**src/rtl/dmac_dst_pkg.sv**
```systemverilog
package dmac_dst_pkg;

  typedef enum logic [1:0] {
    DM_FIXED = 2'b00,
    DM_INC   = 2'b01,
    DM_DEC   = 2'b10,
    DM_BAD   = 2'b11
  } dst_mode_e;

  typedef enum logic [1:0] {
    SZ_BYTE = 2'b00,
    SZ_HALF = 2'b01,
    SZ_WORD = 2'b10,
    SZ_BLK  = 2'b11
  } xfer_size_e;

  localparam int CTRL_DM_LSB = 0;
  localparam int CTRL_AM_BIT = 4;
  localparam int CTRL_AL_BIT = 5;

  function automatic logic [4:0] step_bytes(input xfer_size_e sz);
    case (sz)
      SZ_BYTE: step_bytes = 5'd1;
      SZ_HALF: step_bytes = 5'd2;
      SZ_WORD: step_bytes = 5'd4;
      default: step_bytes = 5'd16;
    endcase
  endfunction

endpackage

```
**src/rtl/dst_step_calc.sv**
```systemverilog
module dst_step_calc
  import dmac_dst_pkg::*;
#(
  parameter int ADDR_W = 32
) (
  input  logic [ADDR_W-1:0] cur_addr,
  input  dst_mode_e         mode,
  input  xfer_size_e        size,
  output logic [ADDR_W-1:0] nxt_addr,
  output logic              cfg_err
);

  logic [ADDR_W-1:0] step;

  always_comb begin
    step = ADDR_W'(step_bytes(size));
    cfg_err = (mode == DM_BAD) || ((mode == DM_DEC) && (size == SZ_BLK));
    nxt_addr = cur_addr;
    if (!cfg_err) begin
      case (mode)
        DM_INC:  nxt_addr = cur_addr + step;
        DM_DEC:  nxt_addr = cur_addr - step;
        default: nxt_addr = cur_addr;
      endcase
    end
  end

endmodule

```
**src/rtl/dst_chan_regs.sv**
```systemverilog
module dst_chan_regs
  import dmac_dst_pkg::*;
#(
  parameter int ADDR_W  = 32,
  parameter int DATA_W  = 32,
  parameter bit HAS_ACK = 1'b1
) (
  input  logic              clk,
  input  logic              rst_n,
  input  logic              ctrl_we,
  input  logic              addr_we,
  input  logic [DATA_W-1:0] wdata,
  input  logic              done,
  input  xfer_size_e        size,
  output dst_mode_e         dm,
  output logic              am,
  output logic              al,
  output logic [ADDR_W-1:0] addr,
  output logic              cfg_err
);

  dst_mode_e         dm_q, dm_d;
  logic [ADDR_W-1:0] addr_q, addr_d;
  logic [ADDR_W-1:0] step_addr;

  dst_step_calc #(.ADDR_W(ADDR_W)) u_step (
    .cur_addr (addr_q),
    .mode     (dm_q),
    .size     (size),
    .nxt_addr (step_addr),
    .cfg_err  (cfg_err)
  );

  always_comb begin
    dm_d = dm_q;
    if (ctrl_we) dm_d = dst_mode_e'(wdata[CTRL_DM_LSB +: 2]);
  end

  always_comb begin
    addr_d = addr_q;
    if (addr_we)   addr_d = wdata[ADDR_W-1:0];
    else if (done) addr_d = step_addr;
  end

  always_ff @(posedge clk or negedge rst_n) begin
    if (!rst_n) begin
      dm_q   <= DM_FIXED;
      addr_q <= '0;
    end else begin
      dm_q   <= dm_d;
      addr_q <= addr_d;
    end
  end

  generate
    if (HAS_ACK) begin : g_ack_bits
      logic am_q, am_d, al_q, al_d;
      always_comb begin
        am_d = am_q;
        al_d = al_q;
        if (ctrl_we) begin
          am_d = wdata[CTRL_AM_BIT];
          al_d = wdata[CTRL_AL_BIT];
        end
      end
      always_ff @(posedge clk or negedge rst_n) begin
        if (!rst_n) begin
          am_q <= 1'b0;
          al_q <= 1'b0;
        end else begin
          am_q <= am_d;
          al_q <= al_d;
        end
      end
      assign am = am_q;
      assign al = al_q;
    end else begin : g_no_ack_bits
      assign am = 1'b0;
      assign al = 1'b0;
    end
  endgenerate

  assign dm   = dm_q;
  assign addr = addr_q;


  addr_hold_chk: assert property (@(posedge clk) disable iff (!rst_n)
    (!addr_we && (!done || cfg_err || dm_q == DM_FIXED)) |=> $stable(addr_q));


  addr_load_chk: assert property (@(posedge clk) disable iff (!rst_n)
    addr_we |=> (addr_q == $past(wdata[ADDR_W-1:0])));


  blk_align_chk: assert property (@(posedge clk) disable iff (!rst_n)
    (!addr_we && done && dm_q == DM_INC && size == SZ_BLK)
      |=> (addr_q[3:0] == $past(addr_q[3:0])));

endmodule

```
**src/rtl/dst_ack_gen.sv**
```systemverilog
module dst_ack_gen (
  input  logic clk,
  input  logic rst_n,
  input  logic dual,
  input  logic am,
  input  logic al,
  input  logic rd,
  input  logic wr,
  output logic dack
);

  logic active;

  always_comb begin
    if (dual) active = am ? wr : rd;
    else      active = rd | wr;
    dack = active ? al : ~al;
  end


  single_ack_chk: assert property (@(posedge clk) disable iff (!rst_n)
    (!dual && (rd || wr)) |-> (dack == al));


  idle_level_chk: assert property (@(posedge clk) disable iff (!rst_n)
    (!rd && !wr) |-> (dack == !al));


  dual_phase_chk: assert property (@(posedge clk) disable iff (!rst_n)
    (dual && (rd != wr)) |-> ((dack == al) == (am ? wr : rd)));

endmodule

```
**src/rtl/dma_dst_ack_ctl.sv**
```systemverilog
module dma_dst_ack_ctl
  import dmac_dst_pkg::*;
#(
  parameter int NUM_CH     = 4,
  parameter int NUM_ACK_CH = 2,
  parameter int ADDR_W     = 32,
  parameter int DATA_W     = 32,
  localparam int SEL_W     = (NUM_CH > 1) ? $clog2(NUM_CH) : 1
) (
  input  logic                clk,
  input  logic                rst_n,
  input  logic                reg_wr,
  input  logic [SEL_W-1:0]    reg_sel,
  input  logic                reg_field,
  input  logic [DATA_W-1:0]   reg_wdata,
  output logic [DATA_W-1:0]   reg_rdata,
  input  logic [2*NUM_CH-1:0] xfer_size,
  input  logic [NUM_CH-1:0]   dual_mode,
  input  logic [NUM_CH-1:0]   xfer_done,
  input  logic [NUM_CH-1:0]   rd_cycle,
  input  logic [NUM_CH-1:0]   wr_cycle,
  output logic [NUM_CH-1:0]   dack,
  output logic [NUM_CH-1:0]   config_error
);

  dst_mode_e         ch_dm   [NUM_CH];
  logic              ch_am   [NUM_CH];
  logic              ch_al   [NUM_CH];
  logic [ADDR_W-1:0] ch_addr [NUM_CH];

  genvar gi;
  generate
    for (gi = 0; gi < NUM_CH; gi++) begin : g_ch
      logic ctrl_we, addr_we;
      assign ctrl_we = reg_wr && (reg_sel == SEL_W'(gi)) && !reg_field;
      assign addr_we = reg_wr && (reg_sel == SEL_W'(gi)) &&  reg_field;

      dst_chan_regs #(
        .ADDR_W (ADDR_W),
        .DATA_W (DATA_W),
        .HAS_ACK(gi < NUM_ACK_CH)
      ) u_regs (
        .clk     (clk),
        .rst_n   (rst_n),
        .ctrl_we (ctrl_we),
        .addr_we (addr_we),
        .wdata   (reg_wdata),
        .done    (xfer_done[gi]),
        .size    (xfer_size_e'(xfer_size[2*gi +: 2])),
        .dm      (ch_dm[gi]),
        .am      (ch_am[gi]),
        .al      (ch_al[gi]),
        .addr    (ch_addr[gi]),
        .cfg_err (config_error[gi])
      );

      dst_ack_gen u_ack (
        .clk  (clk),
        .rst_n(rst_n),
        .dual (dual_mode[gi]),
        .am   (ch_am[gi]),
        .al   (ch_al[gi]),
        .rd   (rd_cycle[gi]),
        .wr   (wr_cycle[gi]),
        .dack (dack[gi])
      );
    end
  endgenerate

  always_comb begin
    reg_rdata = '0;
    for (int c = 0; c < NUM_CH; c++) begin
      if (reg_sel == SEL_W'(c)) begin
        if (reg_field) begin
          reg_rdata = DATA_W'(ch_addr[c]);
        end else begin
          reg_rdata[CTRL_DM_LSB +: 2] = ch_dm[c];
          reg_rdata[CTRL_AM_BIT]      = ch_am[c];
          reg_rdata[CTRL_AL_BIT]      = ch_al[c];
        end
      end
    end
  end


  upper_ack_zero_chk: assert property (@(posedge clk) disable iff (!rst_n)
    ((int'(reg_sel) >= NUM_ACK_CH) && !reg_field)
      |-> (reg_rdata[CTRL_AL_BIT:CTRL_AM_BIT] == 2'b00));

endmodule

```
**config.mk**
```make
export PLATFORM = sky130hd
export DESIGN_NAME = dma_dst_ack_ctl
export DESIGN_NICKNAME = d
export VERILOG_FILES = /design/src/rtl/dmac_dst_pkg.sv /design/src/rtl/dst_step_calc.sv /design/src/rtl/dst_chan_regs.sv /design/src/rtl/dst_ack_gen.sv /design/src/rtl/dma_dst_ack_ctl.sv
export SDC_FILE = /design/constraint.sdc
export NUM_CORES = 1
export LEC_CHECK = 0
export ABC_AREA = 1
export BUFFER_PORTS_ARGS = -buffer_cell sky130_fd_sc_hd__buf_2
export CAP_MARGIN = 20
export CORE_MARGIN = 4
export CORE_UTILIZATION = 43
export DETAILED_ROUTE_END_ITERATION = 6
export RECOVER_POWER = 50
export SYNTH_ARGS = -nofsm -noshare
export SYNTH_HDL_FRONTEND = slang
export SYNTH_SLANG_ARGS = --single-unit
```
**constraint.sdc**
```tcl
create_clock -name clk -period 3.89 [get_ports clk]
set_input_delay 0.389 -clock clk [delete_from_list [all_inputs] [get_ports clk]]
set_output_delay 0.389 -clock clk [all_outputs]
set_load 0.01 [all_outputs]
```
=== Word-level counts from Yosys, hierarchy flattened ===
Index checks and enable logic that the tools add are counted.

* Register bits after elaboration: 140
* Word-level logic and storage cells: 145

* Add/sub/neg operators: 8
* Equality and inequality tests: 31
* Multiplexer cells: 50
* Bitwise logic cells: 6
* Reductions and logical operators: 38

{| class="wikitable"
|+ Operator list
! cell !! count
|-
| 32-bit 2-to-1 mux || 16
|-
| 32-bit one-hot mux with 2 select lines || 4
|-
| 32-bit by 5-bit adder with 32-bit output || 4
|-
| 32-bit by 5-bit subtractor with 32-bit output || 4
|-
| 26-bit 2-to-1 mux || 4
|-
| 5-bit one-hot mux with 3 select lines || 4
|-
| 2-bit equality test, second input constant || 18
|-
| 2-bit 2-to-1 mux || 12
|-
| 2-bit by 1-bit equality test with 1-bit output, second input constant || 9
|-
| 1-bit logical AND || 16
|-
| 3-bit AND reduction || 4
|-
| 3-bit nonzero test || 4
|-
| 2-bit logical NOT || 5
|-
| 1-bit 2-to-1 mux || 10
|-
| 2-bit inequality test, second input constant || 4
|-
| 2-bit nonzero test || 4
|-
| 1-bit logical OR || 4
|-
| 1-bit OR || 4
|-
| 1-bit inverter || 2
|-
| 1-bit logical NOT || 1
|}

=== Depth between registers and ports, before layout ===
Gate-level depths: netlist (run 1).

* Word-level depth: 8
* Mapped depth: 18
* Gate-level depth less buffers: 18

=== Cells and area by module ===
Synthesis (run 1) repeated with hierarchy kept, for this count alone.

* Cell total of the unflattened synthesis: 3272
* Area, all modules: 18973.2 um^2

{| class="wikitable"
|+ Modules (own cells, without submodules)
! module !! instances !! cells each !! area an instance (um^2) !! seq. area each (um^2)
|-
| dst_step_calc (g_ch[0].u_regs.u_step ...) || 2 || 558 || 2788.9 || 0.0
|-
| dst_chan_regs (g_ch[0].u_regs ...) || 2 || 192 || 1656.6 || 900.9
|-
| dst_chan_regs (g_ch[2].u_regs ...) || 2 || 187 || 1600.3 || 850.8
|-
| dst_step_calc (g_ch[3].u_regs.u_step) || 1 || 565 || 2832.7 || 0.0
|-
| dst_step_calc (g_ch[2].u_regs.u_step) || 1 || 536 || 2697.6 || 0.0
|-
| dma_dst_ack_ctl || 1 || 257 || 1196.1 || 0.0
|-
| dst_ack_gen || 4 || 10 || 38.8 || 0.0
|}

=== Least setup slack after synthesis (run 1) ===
No wires, ideal clock.

* Kind: register -> register
* Start point: register g_ch[1].u_regs.dm_q[0]
* End point: register g_ch[1].u_regs.addr_q[17]
* Arrival time: 2.938 ns
* Data required time: 3.766 ns
* Path slack: 0.828 ns
* Cell stages (with the launch flop): 15
* Period minus slack after synthesis: 3.062 ns
* Path through: dfrtp_1 nor2_1 inv_1 o21ai_0 ha_1 a21oi_1 nand2_1 nand2_1 nand2_1 nand2_1 nand2_1 nand2_1 nand3b_1 nand3_1 nand3_1

* Longest elaborated chain between the ends: 5
* Elaborated cells between the ends (all ways): 12
* Those cells by class: eq/ne (4); mux (4); reduce/logical (4)

{| class="wikitable"
|+ RTL lines
! item !! line !! RTL
|-
| start: declaration || dst_chan_regs.sv:22 || <nowiki>dst_mode_e dm_q, dm_d;</nowiki>
|-
| start signal: assignment || dst_chan_regs.sv:50 || <nowiki>dm_q <= dm_d;</nowiki>
|-
| 2-bit equality test / 2-bit by 1-bit equality test with 1-bit output (equally long branches) || dst_step_calc.sv:17, dst_step_calc.sv:20 ||
|-
| 32-bit one-hot mux with 2 select lines / 1-bit logical AND (equally long branches) || dst_step_calc.sv:20, dst_step_calc.sv:17 ||
|-
| 32-bit 2-to-1 mux / 1-bit logical OR (equally long branches) || dst_step_calc.sv:19, dst_step_calc.sv:17 ||
|-
| 32-bit 2-to-1 mux / 2-bit inequality test (equally long branches) || n/a ||
|-
| 32-bit 2-to-1 mux / 3-bit AND reduction (equally long branches) || n/a ||
|-
| end signal: assignment || dst_chan_regs.sv:51 || <nowiki>addr_q <= addr_d;</nowiki>
|-
| end: declaration || dst_chan_regs.sv:23 || <nowiki>logic [ADDR_W-1:0] addr_q, addr_d;</nowiki>
|}

Several ways; a longest one is shown, not always the timed one. The select of a mux whose other input is x is not followed.
A chain may end at the register's enable or synchronous reset.

=== Worst setup path after layout (run 1) ===
* Start point: register g_ch[3].u_regs.dm_q[1]
* End point: register g_ch[3].u_regs.addr_q[29]

* Longest elaborated chain between the ends: 5
* Elaborated cells between the ends (all ways): 12
* Those cells by class: eq/ne (4); mux (4); reduce/logical (4)

{| class="wikitable"
|+ RTL lines
! item !! line
|-
| start: declaration || dst_chan_regs.sv:22
|-
| start signal: assignment || dst_chan_regs.sv:50
|-
| 2-bit equality test / 2-bit by 1-bit equality test with 1-bit output (equally long branches) || dst_step_calc.sv:17, dst_step_calc.sv:20
|-
| 32-bit one-hot mux with 2 select lines / 1-bit logical AND (equally long branches) || dst_step_calc.sv:20, dst_step_calc.sv:17
|-
| 32-bit 2-to-1 mux / 1-bit logical OR (equally long branches) || dst_step_calc.sv:19, dst_step_calc.sv:17
|-
| 32-bit 2-to-1 mux / 2-bit inequality test (equally long branches) || n/a
|-
| 32-bit 2-to-1 mux / 3-bit AND reduction (equally long branches) || n/a
|-
| end signal: assignment || dst_chan_regs.sv:51
|-
| end: declaration || dst_chan_regs.sv:23
|}

Several ways; a longest one is shown, not always the timed one. The select of a mux whose other input is x is not followed.

==> results of run 1 <==
## stage by stage
step | utilization | area [sq um] | power [mW] | hold WS (ns)
floorplan | - | 15600 | 7.89 | 0.0934
global placement | 0.463 | 16500 | 10.2 | 0.468
detailed placement | 0.463 | 16500 | 10.2 | 0.493
CTS | 0.482 | 17200 | 12.2 | 0.0452
global route | 0.481 | 17200 | 13.4 | 0.248
finish | 0.481 | 17200 | 12.4 | 0.223
## how the worst min path moves through the flow
stage / end / slack (ns) / depth (start not counted)
finish: g_ch[2].u_regs.addr[19]$_DFFE_PN0P_ / 0.22 / 3
global route: g_ch[2].u_regs.addr[19]$_DFFE_PN0P_ / 0.25 / 3
CTS: g_ch[0].u_regs.addr[9]$_DFFE_PN0P_ / 0.05 / 1
detailed placement: g_ch[0].u_regs.al$_DFFE_PN0P_ / 0.49 / 2
global placement: g_ch[0].u_regs.al$_DFFE_PN0P_ / 0.47 / 2
floorplan: g_ch[0].u_regs.addr[0]$_DFFE_PN0P_ / 0.09 / 0
## cells in the mapped netlist (4+ instances only)
master    count  share of area
inv_2        15         0.0036
buf_2        15         0.0048
nand4_1      16         0.0064
fa_1          4         0.0051
buf_4        11         0.0053
nand3b_1     16         0.0077
ha_1        124          0.099
clkbuf_1     17         0.0041
o21bai_1     44          0.021
buf_1         5         0.0012
o21ai_0     131          0.042
xor2_1       11         0.0062
inv_1       436           0.10
o221ai_1     37          0.021
nor3_1       15         0.0048
nand3_1     184          0.059
dfrtp_1     140           0.22
a21o_1        4         0.0019
nor2_4        5         0.0036
nor2_1      171          0.041
nand2_1     817           0.20
a21oi_1     150          0.048
o211ai_1     27          0.013
nand2_4       7         0.0050
xnor2_1      41          0.023
o22ai_1      79          0.032
## report_power, final
part / internal, mW / switching (mW) / total [mW] / leakage [nW]
combinational: 2.59 / 4.92 / 7.52 / 7.36
sequential: 2.10 / 0.791 / 2.89 / 1.74
clock: 1.26 / 0.722 / 1.98 / 0.332
## worst max-delay path: stages (launching register included)
cell	delay, ns
dfrtp_1	0.39
inv_1	0.09
nor2_2	0.08
buf_4	0.35
inv_1	0.14
nor2_1	0.17
ha_1	0.32
nand2_1	0.12
inv_1	0.06
a21oi_1	0.15
nand2_1	0.13
nand2_1	0.09
nand2_1	0.13
nand2_1	0.11
nand2_1	0.05
nand2_1	0.06
nand3_1	0.15
nand2_1	0.11
nand2_1	0.05
## routing by layer
metal | routed length (um) | GRT usage | part of all wire | up-vias
met4 | 3470 | 0.153 | 0.056 | 2
met1 | 27700 | 0.433 | 0.45 | 8009
li1 | - | - | - | 8488
met3 | 4770 | 0.0528 | 0.077 | 136
met2 | 26200 | 0.470 | 0.42 | 694
met5 | 95 | 0.0173 | 0.0015 | -
## cell type report
type	instances	area (sq um)	area share
repair buffers	114	587	0.0341
flip-flops and latches	140	3500	0.204
clock buffers	23	478	0.0278
well taps	461	577	0.0335
multi-input cells	1908	10100	0.589
clock inverters	9	206	0.0120
diodes	1	2.50	0.000145
inverters	454	1710	0.0994
## state kept, by name, summed over array words and instances (netlist names)
signal / count
g_ch.u_regs.addr: 128
g_ch.u_regs.am: 2
g_ch.u_regs.al: 2
g_ch.u_regs.dm: 8
## kinds of logic after synthesis
| family | after synthesis | synth area share |
|---|---|---|
| AO/OA/AOI/OAI | 484 | 0.184 |
| AND/OR/NAND/NOR | 1244 | 0.331 |
| adder cells (fa/ha/maj) | 128 | 0.104 |
| XOR/XNOR | 52 | 0.0292 |
| flip-flops | 140 | 0.224 |
| buffers and inverters | 505 | 0.127 |
==> results.toml, run 1 <==
[status]
status = "finished with violations"
violations = "DRC, capacitance limit, slew limit"

[routing]
drc = 16
wirelength_um = 62300
drt_first_pass_iters = 7
initialDrtViolationCount = 2076
avgViaCountPerCell = 5.57
via_count = 17300
wl_per_cell_um = 20.0
drtAntennaViolNets = 0

[setup_path]
required_ns = 4.22
crit_start = "g_ch[3].u_regs.dm[1]$_DFFE_PN0P_"
crit_arrival_ns = 3.20
path_max_fanout = 28
endpoint = "g_ch[3].u_regs.addr[29]$_DFFE_PN0P_"
path_class = "reg2reg"
endpoint_kind = "flop"
worst_r2r_path_depth = 18
crit-reg2reg-launch = "g_ch[3].u_regs.dm[1]$_DFFE_PN0P_"
start_kind = "flop"
reg2reg_slack_ns = 1.02
r2r-end = "g_ch[3].u_regs.addr[29]$_DFFE_PN0P_"

[synth]
seq_area_frac_synth = 0.224
synth-seq-cells = 140
yosysWarnings = 0
synth_edf_count = 0
syn_area_sq_um = 15600
yosysUniqueCellTypes = 43
syn_inst = 2553
synth_ff_type = "dfrtp_1"
syn_avg_cell_area_sq_um = 6.12
ys_async_sr_fraction = 1.00
synth_nets = 2743

[placement]
gp_congestion = 1.10
dp_hpwl_um = 50700
dp_cells = 3077
dp_slack_ns = 1.10
port_buffers = 101

[layout]
fin_cells = 3110
final_cell_mix = "nand2_1 (818), inv_1 (437), nand3_1 (184)"
layout_commonest_cell = "nand2_1"
fill_cells = 3823
area_growth_syn_to_layout_pct = 10.1
drive_above_1_share = 0.0650
final_nets = 2825

[floorplanning]
io_pins = 102
start_util = 0.437
row_count = 69
dieArea_sq_um = 39400
die_w_um = 199
die_h_um = 199
coreArea_sq_um = 35700

[global_routing]
grt_max_degree = 80
grt_pass1_wl_um = 94100
grt_pass1_vias = 16100
grt_overflow_total = 0
antenna_found_initial = 0
grt_use_total = 0.312

[min_path]
hp-class = "in2reg"
holdCritStartpoint = "reg_wdata[19]"

[sta]
slew_viol_final = 80
worst_pin_slew_ns = 2.25
grt_setup_unrepaired = "false"
hold_viol_final = 0
fin_skew_ns = 0.0119
timing.final.crit_share = 0.738
period_needed_ns = 2.87
max_slew_margin = -0.500
setup-tns-final_ns = 0
max_freq_mhz = 348
setup_ws_ns = 1.02
setup_viol = 0

[clocking]
clk_latency_ns = 0.44
cts.repair.resized = 0
cts_hold_buf = 0
clock_path_buffers = 2
cts-root-buf = "clkbuf_16"
cts.sinks = 140
cts_made_buffers = 17
cts_tree = "built"
clkTransAtPathRegs_ns = 0.07
htreeDepth = 4
post-cts-setup-buffers = 0

[job]
drv_cap = 1

[power_and_ir_drop]
p_leak_nw = 9.43
p_per_area_nw_per_um2 = 720
ir_drop_mv = 0.331
No activity file was read; power rests on OpenSTA's default activity.
==> inputs of run 2 (changes only) <==
--- a/config.mk
+++ b/config.mk
@@ -5,7 +5,7 @@
 export SDC_FILE = /design/constraint.sdc
 export NUM_CORES = 1
 export LEC_CHECK = 0
-export ABC_AREA = 1
+export ABC_AREA = 0
 export BUFFER_PORTS_ARGS = -buffer_cell sky130_fd_sc_hd__buf_2
 export CAP_MARGIN = 20
 export CORE_MARGIN = 4
==> constraint.sdc (replaced) <==
create_clock -name clk -period 2.31 [get_ports clk]
set_input_delay 0.231 -clock clk [delete_from_list [all_inputs] [get_ports clk]]
set_output_delay 0.231 -clock clk [all_outputs]
set_load 0.01 [all_outputs]
==> run 2 against run 1 <==
  * The run ends with setup timing left
  * Largest power group unchanged
  * Die area fell by 9.9%
  * Fmax decreased by 15%
  * Sequential power increased by 67%
  * Highest routed layer is now met4
  * Global-route usage down 2.0 points
  * Critical path type unchanged
  * Count of clock-buffer cells in the layout up 2
==> results.toml, run 2 <==
[layout]
fill_cells = 2319
final_core_util = 0.716
final_nets = 2542
num_antenna_cells = 0
drive_above_1_share = 0.482
final_cell_mix = "buf_4 (504), nand2_1 (184), nor2_1 (161)"
area_growth_syn_to_layout_pct = 63.0
layout_commonest_cell = "buf_4"
largest_reg_flops = 128

[min_path]
hp-class = "in2async"

[power_and_ir_drop]
p_int_mw = 17.8
switching_share = 0.434
power.net_switching_mw = 13.6
p_leak_nw = 10.3
p_per_area_nw_per_um2 = 1370
pwr-share-clk = 0.089
comb_power_share = 0.757
power_frac_seq = 0.154
power_mw = 31.3
ir_drop_mv = 0.752

[clocking]
htreeDepth = 4
cts_tree = "built"
cts-root-buf = "clkbuf_16"
cts_made_buffers = 17
clk_latency_ns = 0.43
cts.sinks = 140
clkTransAtPathRegs_ns = 0.07
clock_path_buffers = 2

[placement]
port_buffers = 101
gp_congestion = 0.958
dp_hpwl_um = 40000

[sta]
fin_skew_ns = 0.00983
setup_ws_ns = -1.06
grt_setup_unrepaired = "true"
period_needed_ns = 3.37
worst_pin_slew_ns = 1.45
setup-tns-final_ns = -60.26
max_slew_margin = 0.0309
max_freq_mhz = 296
slew_viol_final = 0
setup_viol = 104
hold_viol_final = 0
timing.final.crit_share = 1.46

[status]
violations = "setup timing"
status = "finished with violations"

[routing]
via_count = 16000
wirelength_um = 55200
wl_per_cell_um = 19.7
drt_first_pass_iters = 6
drtAntennaViolNets = 0
initialDrtViolationCount = 1075
drc = 0
avgViaCountPerCell = 5.72

[setup_path]
critPathTopFamily = "compound AO/OA/AOI/OAI gates"
path_cells = "nand2b_4 -> buf_6 -> clkinvlp_4 -> buf_12 -> ha_4 -> a21oi_4 -> o21bai_4 -> o31a_1 -> a311o_1 -> o21ba_4 -> o221a_4 -> a2111oi_4 -> o31ai_2 -> xnor2_1 -> o22ai_1"
worst-path-buf-inv = 3
crit_arrival_ns = 3.68
cpMaxStageDelayCell = "dfrtp_1"
path_class = "reg2reg"
slowest_delay_ns = 0.40
endpoint_kind = "flop"
required_ns = 2.61
start_kind = "flop"
path_max_fanout = 9

[global_routing]
grt_pass1_wl_um = 83600
grt_max_degree = 86
grt_pass1_vias = 15700
antenna_found_initial = 1
grt_overflow_total = 0
grt_use_total = 0.292

[synth]
synth_nets = 1941
synth.top_cell.area_share = 0.250
synth_edf_count = 0
synth-seq-cells = 140
ys_async_sr_fraction = 1.00
syn_inst = 1751
synth_area_leaders = "dfrtp_1 (25%), ha_1 (11%), a21oi_1 (8.0%)"
synth_top_area_cell = "dfrtp_1"
synth_ff_type = "dfrtp_1"
synthXorXnorAreaFrac = 0.0656
synth_most_common_cell = "a21oi_1"
muxShareOfSynthArea = 0.0771
synthAdderAreaFrac = 0.116
yosysWarnings = 0
synth_top_family_by_area = "compound AO/OA/AOI/OAI gates"
synth-simple-area-share = 0.191
ys_top_cells_by_count = "a21oi_1 (224), nand2_1 (193), nor2_1 (186), dfrtp_1 (140), o21ai_0 (132)"
syn_area_sq_um = 14000
seq_area_frac_synth = 0.250
yosysUniqueCellTypes = 71
syn_avg_cell_area_sq_um = 8.00
synth_compound_area_frac = 0.263

[floorplanning]
die_h_um = 189
coreArea_sq_um = 31900
die_w_um = 189
io_pins = 102
dieArea_sq_um = 35500
row_count = 65
start_util = 0.440

[job]
drv_cap = 0
## run 2: per-layer routing
metal  global-route usage  vias to the layer above  share of wire
met4               0.0715                        0          0.027
met3               0.0324                       96          0.064
li1                     -                     7617              -
met5                    0                        -              0
met1                0.408                     7774           0.43
met2                0.488                      536           0.47
## run 2: worst reg2reg max path, delay by kind of cell, from the launching register on
family	cells	cell delay (ns)
adders and majority gates	1	0.26
and+or+nand+nor	1	0.13
xor gates and xnor gates	1	0.17
buffers and inverters	3	0.35
AOI/OAI and AO/OA	9	1.92
DFF	1	0.40
## run 2: per-stage QoR
| step | instance area (sq um) | setup slack (ns) | std cells | hold WS (ns) |
|---|---|---|---|---|
| finish | 22800 | -1.06 | 2800 | 0.125 |
| global route | 22800 | -1.22 | 2800 | 0.114 |
| CTS | 21600 | -1.03 | 2785 | 0.102 |
| detailed placement | 19500 | -1.19 | 2691 | 0.0167 |
| global placement | 19500 | -1.09 | 2691 | 0.0161 |
| floorplan | 14900 | -1.22 | 1751 | -0.0646 |
## run 2: repair_timing
action | in CTS | in global routing
endpoints found under the hold margin | 140 | 0
hold buffers | 1 | 0
setup endpoints to repair | 106 | 110
pin swaps | 106 | 209
gates cloned | 3 | 0
resized for setup | 194 | 247
setup buffers | 59 | 41
## run 2: cell type report
| type | instances | area (sq um) | share of cell area |
|---|---|---|---|
| Multi-Input combinational cell | 1483 | 12800 | 0.561 |
| Timing Repair Buffer | 680 | 5260 | 0.230 |
| Sequential cell | 140 | 3500 | 0.153 |
| Tap cell | 435 | 544 | 0.0238 |
| Clock buffer | 25 | 505 | 0.0221 |
| Inverter | 30 | 128 | 0.00559 |
| Clock inverter | 7 | 85.1 | 0.00372 |
## run 2: cells by family after synthesis
kind of cell               count (synthesis)
adders and majority gates                128
DFF                                      140
and+or+nand+nor                          585
buffers and inverters                    128
AOI/OAI and AO/OA                        599
xor gates and xnor gates                 105
muxes                                     66
## run 2: power groups by stage
stage               Combinational (mW)  Clock (mW)  Sequential, mW
finish                            23.7        2.80            4.83
global route                      25.5        2.93            4.95
CTS                               21.0        2.82            4.74
detailed placement                18.7           0            4.70
global placement                  18.3           0            4.67
floorplan                         11.1           0            4.45
## run 2: worst paths after layout
path | from | slack, ns | end | cells after the start
setup / recovery | g_ch[0].u_regs.dm[1]$_DFFE_PN0P_ | -1.06 | g_ch[0].u_regs.addr[28]$_DFFE_PN0P_ | 15
max in group asynchronous | rst_n | 0.54 | g_ch[0].u_regs.addr[24]$_DFFE_PN0P_ | 3
min in group clk | reg_wdata[27] | 0.13 | g_ch[2].u_regs.addr[27]$_DFFE_PN0P_ | 3
hold / removal | rst_n | 0.13 | g_ch[3].u_regs.addr[0]$_DFFE_PN0P_ | 2
hold reg to reg | g_ch[1].u_regs.addr[31]$_DFFE_PN0P_ | 0.58 | g_ch[1].u_regs.addr[31]$_DFFE_PN0P_ | 2
setup reg to reg | g_ch[0].u_regs.dm[1]$_DFFE_PN0P_ | -1.06 | g_ch[0].u_regs.addr[28]$_DFFE_PN0P_ | 15
